===== src/rtl/vtype_pkg.sv =====
package vtype_pkg;

  typedef struct packed {
    logic load;  // capture a new decoded result
    logic drop;  // result consumed, nothing replaces it
  } vtype_strb_t;

  typedef struct packed {
    logic [6:0] sewBits;
    logic [2:0] lmulCode;
    logic       tailAgn;
    logic       maskAgn;
    logic       illegal;
  } vtype_fields_t;

endpackage


===== src/rtl/vtype_ctrl.sv =====
module vtype_ctrl
  import vtype_pkg::*;
(
  input  logic        clk,
  input  logic        rstN,
  input  logic        inValid,
  input  logic        outReady,
  output logic        inReady,
  output logic        outValid,
  output vtype_strb_t strb
);

  logic validQ;

  assign inReady   = !validQ || outReady;
  assign strb.load = inValid && inReady;
  assign strb.drop = validQ && outReady && !inValid;

  always_ff @(posedge clk) begin
    if (!rstN) begin
      validQ <= 1'b0;
    end else if (strb.load) begin
      validQ <= 1'b1;
    end else if (strb.drop) begin
      validQ <= 1'b0;
    end
  end

  assign outValid = validQ;

endmodule


===== src/rtl/vtype_dp.sv =====
module vtype_dp
  import vtype_pkg::*;
#(
  parameter int VLEN  = 128,
  parameter int ELEN  = 64,
  parameter int AVL_W = 16,
  parameter int VL_W  = $clog2(VLEN) + 1
) (
  input  logic              clk,
  input  logic              rstN,
  input  vtype_strb_t       strb,
  input  logic [7:0]        vtypeImm,
  input  logic [AVL_W-1:0]  avl,
  output vtype_fields_t     fields,
  output logic [VL_W-1:0]   vlmax,
  output logic [VL_W-1:0]   vl
);

  localparam int CMP_W = (AVL_W > VL_W) ? AVL_W : VL_W;

  logic [2:0]      sewCode;
  logic [2:0]      lmulCode;
  logic            sewLegal;
  logic            lmulLegal;
  logic            illegalC;
  logic [VL_W-1:0] elemsTab [4];
  logic [VL_W-1:0] elemsPerReg;
  logic [1:0]      shrAmt;
  logic [VL_W-1:0] groupC;
  logic [CMP_W-1:0] avlExt;
  logic [CMP_W-1:0] groupExt;
  logic [VL_W-1:0] vlC;
  vtype_fields_t   fieldsC;

  // element count of one register for each legal width code
  for (genvar g = 0; g < 4; g++) begin : g_elems
    assign elemsTab[g] = VL_W'(VLEN >> (g + 3));
  end

  assign sewCode   = vtypeImm[5:3];
  assign lmulCode  = vtypeImm[2:0];
  assign sewLegal  = !sewCode[2] && ((32'd8 << sewCode[1:0]) <= ELEN);
  assign lmulLegal = (lmulCode != 3'b100);
  assign illegalC  = !sewLegal || !lmulLegal;

  assign elemsPerReg = elemsTab[sewCode[1:0]];
  assign shrAmt      = 2'(3'd4 - {1'b0, lmulCode[1:0]});

  always_comb begin
    if (illegalC) begin
      groupC = '0;
    end else if (lmulCode[2]) begin
      groupC = elemsPerReg >> shrAmt;
    end else begin
      groupC = elemsPerReg << lmulCode[1:0];
    end
  end

  assign avlExt   = CMP_W'(avl);
  assign groupExt = CMP_W'(groupC);
  assign vlC      = (avlExt < groupExt) ? VL_W'(avlExt) : groupC;

  always_comb begin
    fieldsC = '0;
    fieldsC.illegal = illegalC;
    if (!illegalC) begin
      fieldsC.sewBits  = 7'd8 << sewCode[1:0];
      fieldsC.lmulCode = lmulCode;
      fieldsC.tailAgn  = vtypeImm[6];
      fieldsC.maskAgn  = vtypeImm[7];
    end
  end

  always_ff @(posedge clk) begin
    if (!rstN) begin
      fields <= '0;
      vlmax  <= '0;
      vl     <= '0;
    end else if (strb.load) begin
      fields <= fieldsC;
      vlmax  <= groupC;
      vl     <= vlC;
    end
  end

endmodule


===== src/rtl/vtype_cfg_unit.sv =====
module vtype_cfg_unit
  import vtype_pkg::*;
#(
  parameter int VLEN  = 128,
  parameter int ELEN  = 64,
  parameter int AVL_W = 16,
  parameter int VL_W  = $clog2(VLEN) + 1
) (
  input  logic             clk,
  input  logic             rstN,
  input  logic             inValid,
  output logic             inReady,
  input  logic [7:0]       vtypeImm,
  input  logic [AVL_W-1:0] avl,
  output logic             outValid,
  input  logic             outReady,
  output logic [6:0]       outSewBits,
  output logic [2:0]       outLmulCode,
  output logic             outTailAgn,
  output logic             outMaskAgn,
  output logic             outIllegal,
  output logic [VL_W-1:0]  outVlmax,
  output logic [VL_W-1:0]  outVl
);

  vtype_strb_t   strb;
  vtype_fields_t fields;

  vtype_ctrl u_ctrl (
    .clk      (clk),
    .rstN     (rstN),
    .inValid  (inValid),
    .outReady (outReady),
    .inReady  (inReady),
    .outValid (outValid),
    .strb     (strb)
  );

  vtype_dp #(
    .VLEN (VLEN),
    .ELEN (ELEN),
    .AVL_W(AVL_W),
    .VL_W (VL_W)
  ) u_dp (
    .clk      (clk),
    .rstN     (rstN),
    .strb     (strb),
    .vtypeImm (vtypeImm),
    .avl      (avl),
    .fields   (fields),
    .vlmax    (outVlmax),
    .vl       (outVl)
  );

  assign outSewBits  = fields.sewBits;
  assign outLmulCode = fields.lmulCode;
  assign outTailAgn  = fields.tailAgn;
  assign outMaskAgn  = fields.maskAgn;
  assign outIllegal  = fields.illegal;

endmodule


===== config.mk =====
export PLATFORM = sky130hd
export DESIGN_NAME = vtype_cfg_unit
export DESIGN_NICKNAME = d
export VERILOG_FILES = /design/src/rtl/vtype_pkg.sv /design/src/rtl/vtype_ctrl.sv /design/src/rtl/vtype_dp.sv /design/src/rtl/vtype_cfg_unit.sv
export SDC_FILE = /design/constraint.sdc
export NUM_CORES = 1
export LEC_CHECK = 0
export ABC_AREA = 1
export CAP_MARGIN = 20
export CORE_MARGIN = 2
export CORE_UTILIZATION = 45
export DETAILED_ROUTE_END_ITERATION = 7
export DONT_BUFFER_PORTS = 1
export PLACE_DENSITY = 0.62
export SETUP_SLACK_MARGIN = 0.02
export SLEW_MARGIN = 20
export SYNTH_ARGS = -nofsm -noshare
export SYNTH_HDL_FRONTEND = slang
export SYNTH_SLANG_ARGS = --single-unit

===== constraint.sdc =====
create_clock -name clk -period 2.9 [get_ports clk]
set_input_delay 0.435 -clock clk [delete_from_list [all_inputs] [get_ports clk]]
set_output_delay 0.435 -clock clk [all_outputs]
set_load 0.02 [all_outputs]

==> results_dict.tcl, run 1 <==
set metrics [dict create \
    status "finished, final reports clean" \
    yosys_warnings 0 \
    critPathSlowestCell "ha_1" \
    swShare 0.315 \
    routed_via_density 5.39 \
    detail-route-antenna-nets 0 \
    clock-sinks 27 \
    grt_max_degree 29 \
    antenna_found_initial 0 \
    crit_arrival_ns 2.58 \
    firstDrtPassIters 5 \
    cts-root-buf "clkbuf_4" \
    power_switching_mw 0.220 \
    syn_area_sq_um 1500 \
    synth_area_leaders "dfxtp_1 (36%), nand2_1 (11%), nand3_1 (9.7%)" \
    rows 20 \
    die_w_um 61.6 \
    path_cells "inv_1 -> nor2_1 -> a21oi_1 -> nand2_1 -> o211ai_1 -> ha_1 -> a21oi_1 -> nor2_1 -> o21ai_0 -> nand4_1 -> clkinv_1 -> nand2_4 -> nand2_1 -> nand3_1 -> a21oi_1" \
    gp_congestion 0.864 \
    globalRouteTotalUtil 0.210 \
    hold_buffers 0 \
    nFillCells 350 \
    power.share.sequential 0.599 \
    worstSetupStartpointType "primary input" \
    finalMaxSlewViolations 0 \
    power.leakage_nw 0.697 \
    nNetsFinal 257 \
    fp.dieArea_sq_um 3800 \
    cpMostUsedCell "a21oi_1" \
    hp-class "primary input to flip-flop" \
    coreArea_sq_um 3100 \
    tightest_slew_ns 0.500 \
    htreeDepth 1 \
    avgSynthCellArea_sq_um 6.83 \
    setup_viol 0 \
    combinationalPowerShare 0.166 \
    fin_util 0.505 \
    cts_resized 0 \
    p_per_area_nw_per_um2 447 \
    vias 1424 \
    required_ns 3.15 \
    clockBufferDepth 2 \
    ys_types 22 \
    ys_seq_area_frac 0.362 \
    period_minus_slack_ns 2.32 \
    fin_crit_sh 0.801 \
    ys.flop_type "dfxtp_1" \
    drive_gt1_frac 0.0591 \
    initial_utilization 0.482 \
    grt_overflow 0 \
    p_int_mw 0.479 \
    synth-edff-count 0 \
    io_pins 59 \
    ir_drop_mv 0.212 \
    relSlewSlack 0.665 \
    cp-end-kind "flip-flop" \
    hpwl_um 2930 \
    clkSlewWorstSetupHoldPaths_ns 0.15 \
    syn_inst 219 \
    r2r_start "u_ctrl.outValid" \
    area_delta_synth_final_pct 4.77 \
    die_h_um 61.6 \
    cts_tree "built" \
    ys_ff_latch 27 \
    multi_input_area_sq_um 808 \
    synth_top_area_cell "dfxtp_1" \
    timing_hold_violations_final 0 \
    drc 0 \
    regArea_sq_um 541 \
    post_cts_buffers 0 \
    skew_ns 0.000767 \
    dr.first_iter.drc_count 93 \
    clk_latency_ns 0.32 \
    async_flop_share 0 \
    grt_pass1_vias 1282 \
    slowest_delay_ns 0.34 \
    clockPowerShare 0.235 \
    wl_per_cell_um 14.1 \
    critPathLaunch "vtypeImm[3]" \
    synth_top_area_frac 0.362 \
    grt_first_pass_wirelength_um 5840 \
    diodes 0 \
    critPathMaxFanout 9 \
    min_from "rstN" \
    fin_setup_tns_ns 0 \
    maxCapViolCount 0 \
    cts_buffers 3 \
    max_clock_freq_mhz 431 \
    rsz0062_at_grt "false" \
    numPortBuffers 0 \
    synthTopCellsByCount "nand2_1 (42), nand3_1 (29), a21oi_1 (27), dfxtp_1 (27), inv_1 (23)" \
    path_class "primary input to flip-flop" \
    post-synth-top-count-cell "nand2_1" \
    routed_wl_um 3720 \
]
## kinds of logic after synthesis
family,count (synthesis),synth area share
adders and majority gates,8,0.0669
other,1,0.00251
DFF,27,0.362
AOI/OAI and AO/OA,51,0.185
buffers and inverters,37,0.103
and+or+nand+nor,95,0.281
## power by group through the flow
| stage | Clock (mW) | Sequential [mW] | Combinational [mW] |
|---|---|---|---|
| after floorplan | 0 | 0.424 | 0.0968 |
| after global placement | 0 | 0.427 | 0.113 |
| after detailed placement | 0 | 0.428 | 0.116 |
| after CTS | 0.170 | 0.419 | 0.116 |
| after global routing | 0.186 | 0.421 | 0.135 |
| final | 0.164 | 0.419 | 0.116 |
## metal layers
metal,up-vias,global-route usage,share of wire
met3,4,0.0420,0.082
li1,724,-,-
met4,0,0.0608,0.0094
met2,58,0.346,0.47
met1,638,0.277,0.44
met5,-,0,0
## critical path, delay by kind of cell
kind	cells	cell delay, ns
compound gates	5	0.89
fa+ha+maj	1	0.34
buf+inv	2	0.33
simple gates	7	0.58
## layout by cell type (no fill, tap or decap), types with 2 or more instances in the layout
| cell type | count |
|---|---|
| nand2_1 | 42 |
| o211ai_1 | 2 |
| conb_1 | 3 |
| nand2_4 | 2 |
| nor2_1 | 15 |
| clkbuf_4 | 3 |
| inv_1 | 23 |
| clkinv_1 | 4 |
| nor3_1 | 4 |
| a22oi_1 | 4 |
| nand3_1 | 29 |
| ha_1 | 8 |
| a21oi_1 | 27 |
| buf_4 | 4 |
| o21ai_0 | 16 |
| dfxtp_1 | 27 |
## layout make-up
class,count,share of cell area
clock inverter,1,0.00319
tap,44,0.0351
multi-input combinational,157,0.516
sequential,27,0.345
timing repair buffer,4,0.0192
inverter,28,0.0671
clock buffer,3,0.0144
## state kept, by name (all words and copies together) (netlist names)
register and count:
u_dp.vlmax 8, u_ctrl.outValid 1, u_dp.vl 8, u_dp.fields 10
## path summary, 6_finish.rpt
check / cells past startpoint / end / slack [ns]
worst max-delay path: 15 / u_dp.vl[6] / 0.58
worst min-delay path: 2 / u_dp.vlmax[2] / 0.23
worst max register to register: 9 / u_dp.fields[2] / 0.89
worst min register to register: 2 / u_dp.vl[2] / 0.57
## metrics by stage
stage	total power [mW]	setup WS, ns	hold WS (ns)	std cells	cell area (sq um)
6_report	0.700	0.577	0.229	264	1570
5_1_grt	0.742	0.296	0.219	264	1570
4_1_cts	0.705	0.602	0.222	264	1570
3_5_place_dp	0.543	0.259	0.556	260	1540
3_3_place_gp	0.540	0.333	0.554	260	1540
2_1_floorplan	0.521	0.314	0.545	221	1500
No activity file was read; power rests on OpenSTA's default activity.
==> run 2: changes to the inputs <==
- PLACE_DENSITY: 0.62 -> 0.64
- clock period: 2.9 -> 2 ns (I/O delays scaled with it)
==> run 2 against run 1 <==
  * Total power is 52% higher
  * Sequential power up 44%
  * Sequential share of layout area down 3.4 points
  * Via count is 4.8% higher
  * Final cell count increased by 6.8%
  * Non-clock buffer count rose by 18
==> results_dict.tcl, run 2 (same netlist as run 1, synthesis figures left out) <==
set metrics [dict create \
    hp-class "primary input to flip-flop" \
    fin_setup_tns_ns 0 \
    cts_buffers 3 \
    cts-root-buf "clkbuf_4" \
    period_minus_slack_ns 1.90 \
    path_class "primary input to flip-flop" \
    grt-busiest-layer "met2" \
    power.leakage_nw 0.779 \
    cts_resized 0 \
    multi_input_area_sq_um 837 \
    maxCapViolCount 0 \
    regArea_sq_um 541 \
    status "finished, final reports clean" \
    antenna_found_initial 0 \
    io_pins 59 \
    drive_gt1_frac 0.168 \
    routed_wl_um 3870 \
    gp_congestion 0.888 \
    final_common_cell "nand2_1" \
    firstDrtPassIters 4 \
    combinationalPowerShare 0.198 \
    p_per_area_nw_per_um2 611 \
    routed_via_density 5.29 \
    initial_utilization 0.482 \
    die_w_um 61.6 \
    fin_crit_sh 0.951 \
    nNetsFinal 275 \
    htreeDepth 1 \
    rows 20 \
    vias 1492 \
    power_switching_mw 0.337 \
    dr.first_iter.drc_count 85 \
    grt_pass1_vias 1369 \
    largest_reg_flops 10 \
    grt_first_pass_wirelength_um 6170 \
    skew_ns 0.00341 \
    grtUsageMet3 0.0504 \
    max_clock_freq_mhz 526 \
    die_h_um 61.6 \
    clk_latency_ns 0.33 \
    critPathMaxFanout 9 \
    coreArea_sq_um 3100 \
    worstSetupStartpointType "primary input" \
    regMostFlops "u_dp.fields" \
    finalMaxSlewViolations 0 \
    area_delta_synth_final_pct 16.3 \
    cp-end-kind "flip-flop" \
    clkSlewWorstSetupHoldPaths_ns 0.15 \
    rsz0062_at_grt "true" \
    detail-route-antenna-nets 0 \
    clockBufferDepth 2 \
    hpwl_um 3160 \
    power.share.sequential 0.570 \
    fin_util 0.560 \
    numPortBuffers 0 \
    required_ns 2.26 \
    fp.dieArea_sq_um 3800 \
    grtUsageMet2 0.353 \
    globalRouteTotalUtil 0.218 \
    largestRegisters "u_dp.fields x10, u_dp.vl x8, u_dp.vlmax x8" \
    cts_tree "built" \
    layout_common_cells "nand2_1 (42), nand3_1 (29), dfxtp_1 (27)" \
    grt.met1_usage 0.294 \
    crit_arrival_ns 2.16 \
    clockPowerShare 0.232 \
    clock-sinks 27 \
    grt_max_degree 28 \
    diodes 0 \
    timing_hold_violations_final 0 \
    setup_viol 0 \
    p_int_mw 0.725 \
    grt_overflow 0 \
    drc 0 \
    ir_drop_mv 0.272 \
    wl_per_cell_um 13.7 \
    nFillCells 322 \
    swShare 0.317 \
]
## run 2: cell types whose count changed in the layout (fill, tap and decap cells not counted), sizes merged
cell	change
clkinv	-1
buf	+18
clkinvlp	+1
## run 2: what timing repair did
action,CTS,global route
endpoints found under the setup margin,0,8
hold buffers,0,0
buffers inserted,0,0
## run 2: worst max-delay path, cell delays in order
cell,delay [ns]
inv_2,0.05
ha_4,0.17
a21oi_2,0.19
nand2_1,0.11
o21ai_1,0.13
nand2_1,0.12
ha_2,0.20
a21oi_2,0.10
nor2_1,0.05
o21ai_1,0.11
nand4_1,0.11
clkinv_2,0.14
nand2_4,0.09
nand2_1,0.08
nand3_1,0.09
a21oi_1,0.13
## run 2: final cells by class
type / count / area share
clock buffer: 3 / 0.0129
clock inverter: 1 / 0.00432
timing repair buffer: 22 / 0.0950
inverter: 28 / 0.0640
tap: 44 / 0.0317
sequential: 27 / 0.311
multi-input combinational: 157 / 0.481
## run 2: power by group through the flow
| stage | clock network (mW) | registers (mW) | logic, mW |
|---|---|---|---|
| floorplan | 0 | 0.615 | 0.156 |
| global placement | 0 | 0.617 | 0.203 |
| detailed placement | 0 | 0.617 | 0.209 |
| CTS | 0.255 | 0.606 | 0.211 |
| global route | 0.275 | 0.608 | 0.240 |
| finish | 0.246 | 0.605 | 0.211 |
## run 2: path summary, 6_finish.rpt
path	from	to	slack, ns	depth (start not counted)
worst max-delay path	vtypeImm[0]	u_dp.vl[6]	0.1	16
worst min-delay path	rstN	u_dp.vlmax[2]	0.08	2
worst max register to register	u_ctrl.outValid	u_dp.fields[1]	0.56	7
worst min register to register	u_dp.vl[6]	u_dp.vl[6]	0.57	2
## run 2: per-layer routing
layer	wire length, um	share of wire
met5	0	0
met4	25	0.0065
met3	269	0.070
met2	1860	0.48
met1	1720	0.44
## run 2: stage by stage
| stage | instances | worst slack, ns | hold slack, ns | cell area (sq um) | total power, mW |
|---|---|---|---|---|---|
| 2_1_floorplan | 221 | -0.0148 | 0.448 | 1560 | 0.772 |
| 3_3_place_gp | 278 | -0.162 | 0.445 | 1710 | 0.820 |
| 3_5_place_dp | 278 | -0.232 | 0.446 | 1710 | 0.826 |
| 4_1_cts | 282 | 0.120 | 0.0821 | 1740 | 1.07 |
| 5_1_grt | 282 | -0.111 | 0.0764 | 1740 | 1.12 |
| 6_report | 282 | 0.0986 | 0.0845 | 1740 | 1.06 |
==> run 3: changes to the inputs <==
- CELL_PAD_IN_SITES_DETAIL_PLACEMENT: default -> 0
- CELL_PAD_IN_SITES_GLOBAL_PLACEMENT: default -> 2
- CORE_UTILIZATION: 45 -> 29
- CTS_CLUSTER_SIZE: default -> 40
- PLACE_DENSITY: 0.64 -> 0.76
==> run 3 against run 2 <==
  * The flow now finishes with violations (setup timing)
  * Setup slack lost 0.15 ns
  * Final cell count up 11%
  * Critical path depth stayed put
  * Hold slack improved by 0.057 ns
  * Die area is 51% higher
  * Routed wire length rose by 13%
  * Largest cell class unchanged
  * Largest power group unchanged
==> results_dict.tcl, run 3 (same netlist as run 1, synthesis figures left out) <==
set metrics [dict create \
    layout_common_cells "nand2_1 (32), dfxtp_1 (27), buf_4 (26)" \
    ir_drop_mv 0.313 \
    stdcell_area_sq_um 1940 \
    regMostFlops "u_dp.fields" \
    clock-sinks 27 \
    rows 26 \
    area_delta_synth_final_pct 29.6 \
    htreeDepth 1 \
    die_w_um 75.8 \
    drc 0 \
    hp-class "primary input to flip-flop" \
    cts-root-buf "clkbuf_8" \
    min_path_cells 2 \
    status "finished, violations left" \
    p_per_area_nw_per_um2 603 \
    globalRouteTotalUtil 0.152 \
    finalPower_mw 1.17 \
    hold-worst-slack_ns 0.141 \
    routed_via_density 4.71 \
    cpMostUsedCell "nand2_2" \
    die_h_um 75.8 \
    initial_utilization 0.297 \
    fin_setup_tns_ns -0.286 \
    worstHoldEndpoint "u_dp.vlmax[6]" \
    gp_congestion 0.869 \
    timing_hold_violations_final 0 \
    grt_pass1_vias 1335 \
    cp-end-kind "flip-flop" \
    fp.dieArea_sq_um 5750 \
    setup_viol 8 \
    hpwl_um 3510 \
    worstSetupStartpointType "primary input" \
    coreArea_sq_um 5040 \
    cts_buffers 3 \
    final.setup.worst_slack_ns -0.0552 \
    failed_checks "setup timing" \
    io_pins 59 \
    cts_tree "built" \
    numPortBuffers 0 \
    wl_per_cell_um 13.9 \
    path_cells "inv_6 -> ha_4 -> a21oi_4 -> nand2_2 -> o21ai_2 -> nand2_2 -> ha_2 -> a21oi_2 -> nor2_1 -> o21ai_1 -> nand4_1 -> inv_4 -> nand2_8 -> nand2_1 -> nand3_1 -> a21oi_1" \
    relSlewSlack 0.652 \
    nNetsFinal 280 \
    r2r_setup_slack_ns 0.53 \
    antenna_found_initial 0 \
    place_area_sq_um 1760 \
    reg2reg_to "u_dp.fields[2]" \
    dr.first_iter.drc_count 42 \
    drive_gt1_frac 0.292 \
    final_common_cell "nand2_1" \
    rsz0062_at_grt "true" \
    r2r_start "u_ctrl.outValid" \
    finalMaxSlewViolations 0 \
    routed_wl_um 4360 \
    dp_slack_ns -0.241 \
    required_ns 2.20 \
    clockBufferDepth 2 \
    path_class "primary input to flip-flop" \
    diodes 0 \
    maxCapViolCount 0 \
    clk_latency_ns 0.28 \
    grt_first_pass_wirelength_um 6610 \
    crit_arrival_ns 2.25 \
    power.leakage_nw 0.808 \
    vias 1475 \
    period_minus_slack_ns 2.06 \
    max_clock_freq_mhz 487 \
    clkSlewWorstSetupHoldPaths_ns 0.11 \
    critPathSlowestCell "nand4_1" \
    firstDrtPassIters 4 \
    nFillCells 537 \
    fin_crit_sh 1.03 \
    grt_max_degree 28 \
    critPathMaxFanout 8 \
    r2r_cells 7 \
    min_from "rstN" \
    skew_ns 0.0112 \
    grt_overflow 0 \
    largest_reg_flops 10 \
    path_buf_inv 2 \
    critPathTopFamily "compound AO/OA/AOI/OAI gates" \
    largestRegisters "u_dp.fields x10, u_dp.vl x8, u_dp.vlmax x8" \
    detail-route-antenna-nets 0 \
    slowest_delay_ns 0.23 \
    tightest_slew_ns 0.519 \
]
[run 3: cell types whose count changed in the layout (fill, tap and decap cells not counted), sizes merged]
cell and change:
clkinvlp +2, clkinv -1, buf +4
[run 3: worst max path at each step]
stage	endpoint	cells past startpoint	slack, ns	start
5_1_grt	u_dp.vl[4]	16	-0.19	vtypeImm[0]
6_report	u_dp.vl[3]	16	-0.06	vtypeImm[0]
3_5_place_dp	u_dp.vl[4]	16	-0.24	vtypeImm[3]
2_1_floorplan	u_dp.vl[2]	17	-0.01	vtypeImm[1]
3_3_place_gp	u_dp.vl[4]	16	-0.23	vtypeImm[3]
4_1_cts	u_dp.vl[4]	16	0.04	vtypeImm[3]
[run 3: timing repair]
action,4_1_cts,5_1_grt
gates resized for setup,0,32
buffers inserted,0,2
hold buffers,0,0
endpoints found under the setup margin,0,8
[run 3: final cells by class]
| cell class | instances | area [sq um] | share of cell area |
|---|---|---|---|
| sequential | 27 | 541 | 0.279 |
| clock buffer | 3 | 41.3 | 0.0213 |
| timing repair buffer | 26 | 195 | 0.101 |
| clock inverter | 1 | 7.51 | 0.00387 |
| inverter | 28 | 124 | 0.0639 |
| tap | 70 | 87.6 | 0.0452 |
| multi-input combinational | 157 | 935 | 0.482 |
| timing repair inverter | 1 | 7.51 | 0.00387 |
[run 3: layer usage]
metal	GRT usage	routed length (um)
met5	0	0
met4	0.0234	28
met3	0.0291	213
met2	0.244	2030
met1	0.214	2090
[run 3: through the flow]
step	instances	utilization
after floorplan	221	-
after global placement	306	0.348
after detailed placement	306	0.348
after CTS	310	0.358
after global routing	313	0.384
final	313	0.384
[run 3: where the power goes]
part	total [mW]	leakage, nW	switching [mW]	internal, mW
clock	0.330	0.0217	0.188	0.142
combinational	0.234	0.566	0.136	0.0986
sequential	0.605	0.221	0.0429	0.562
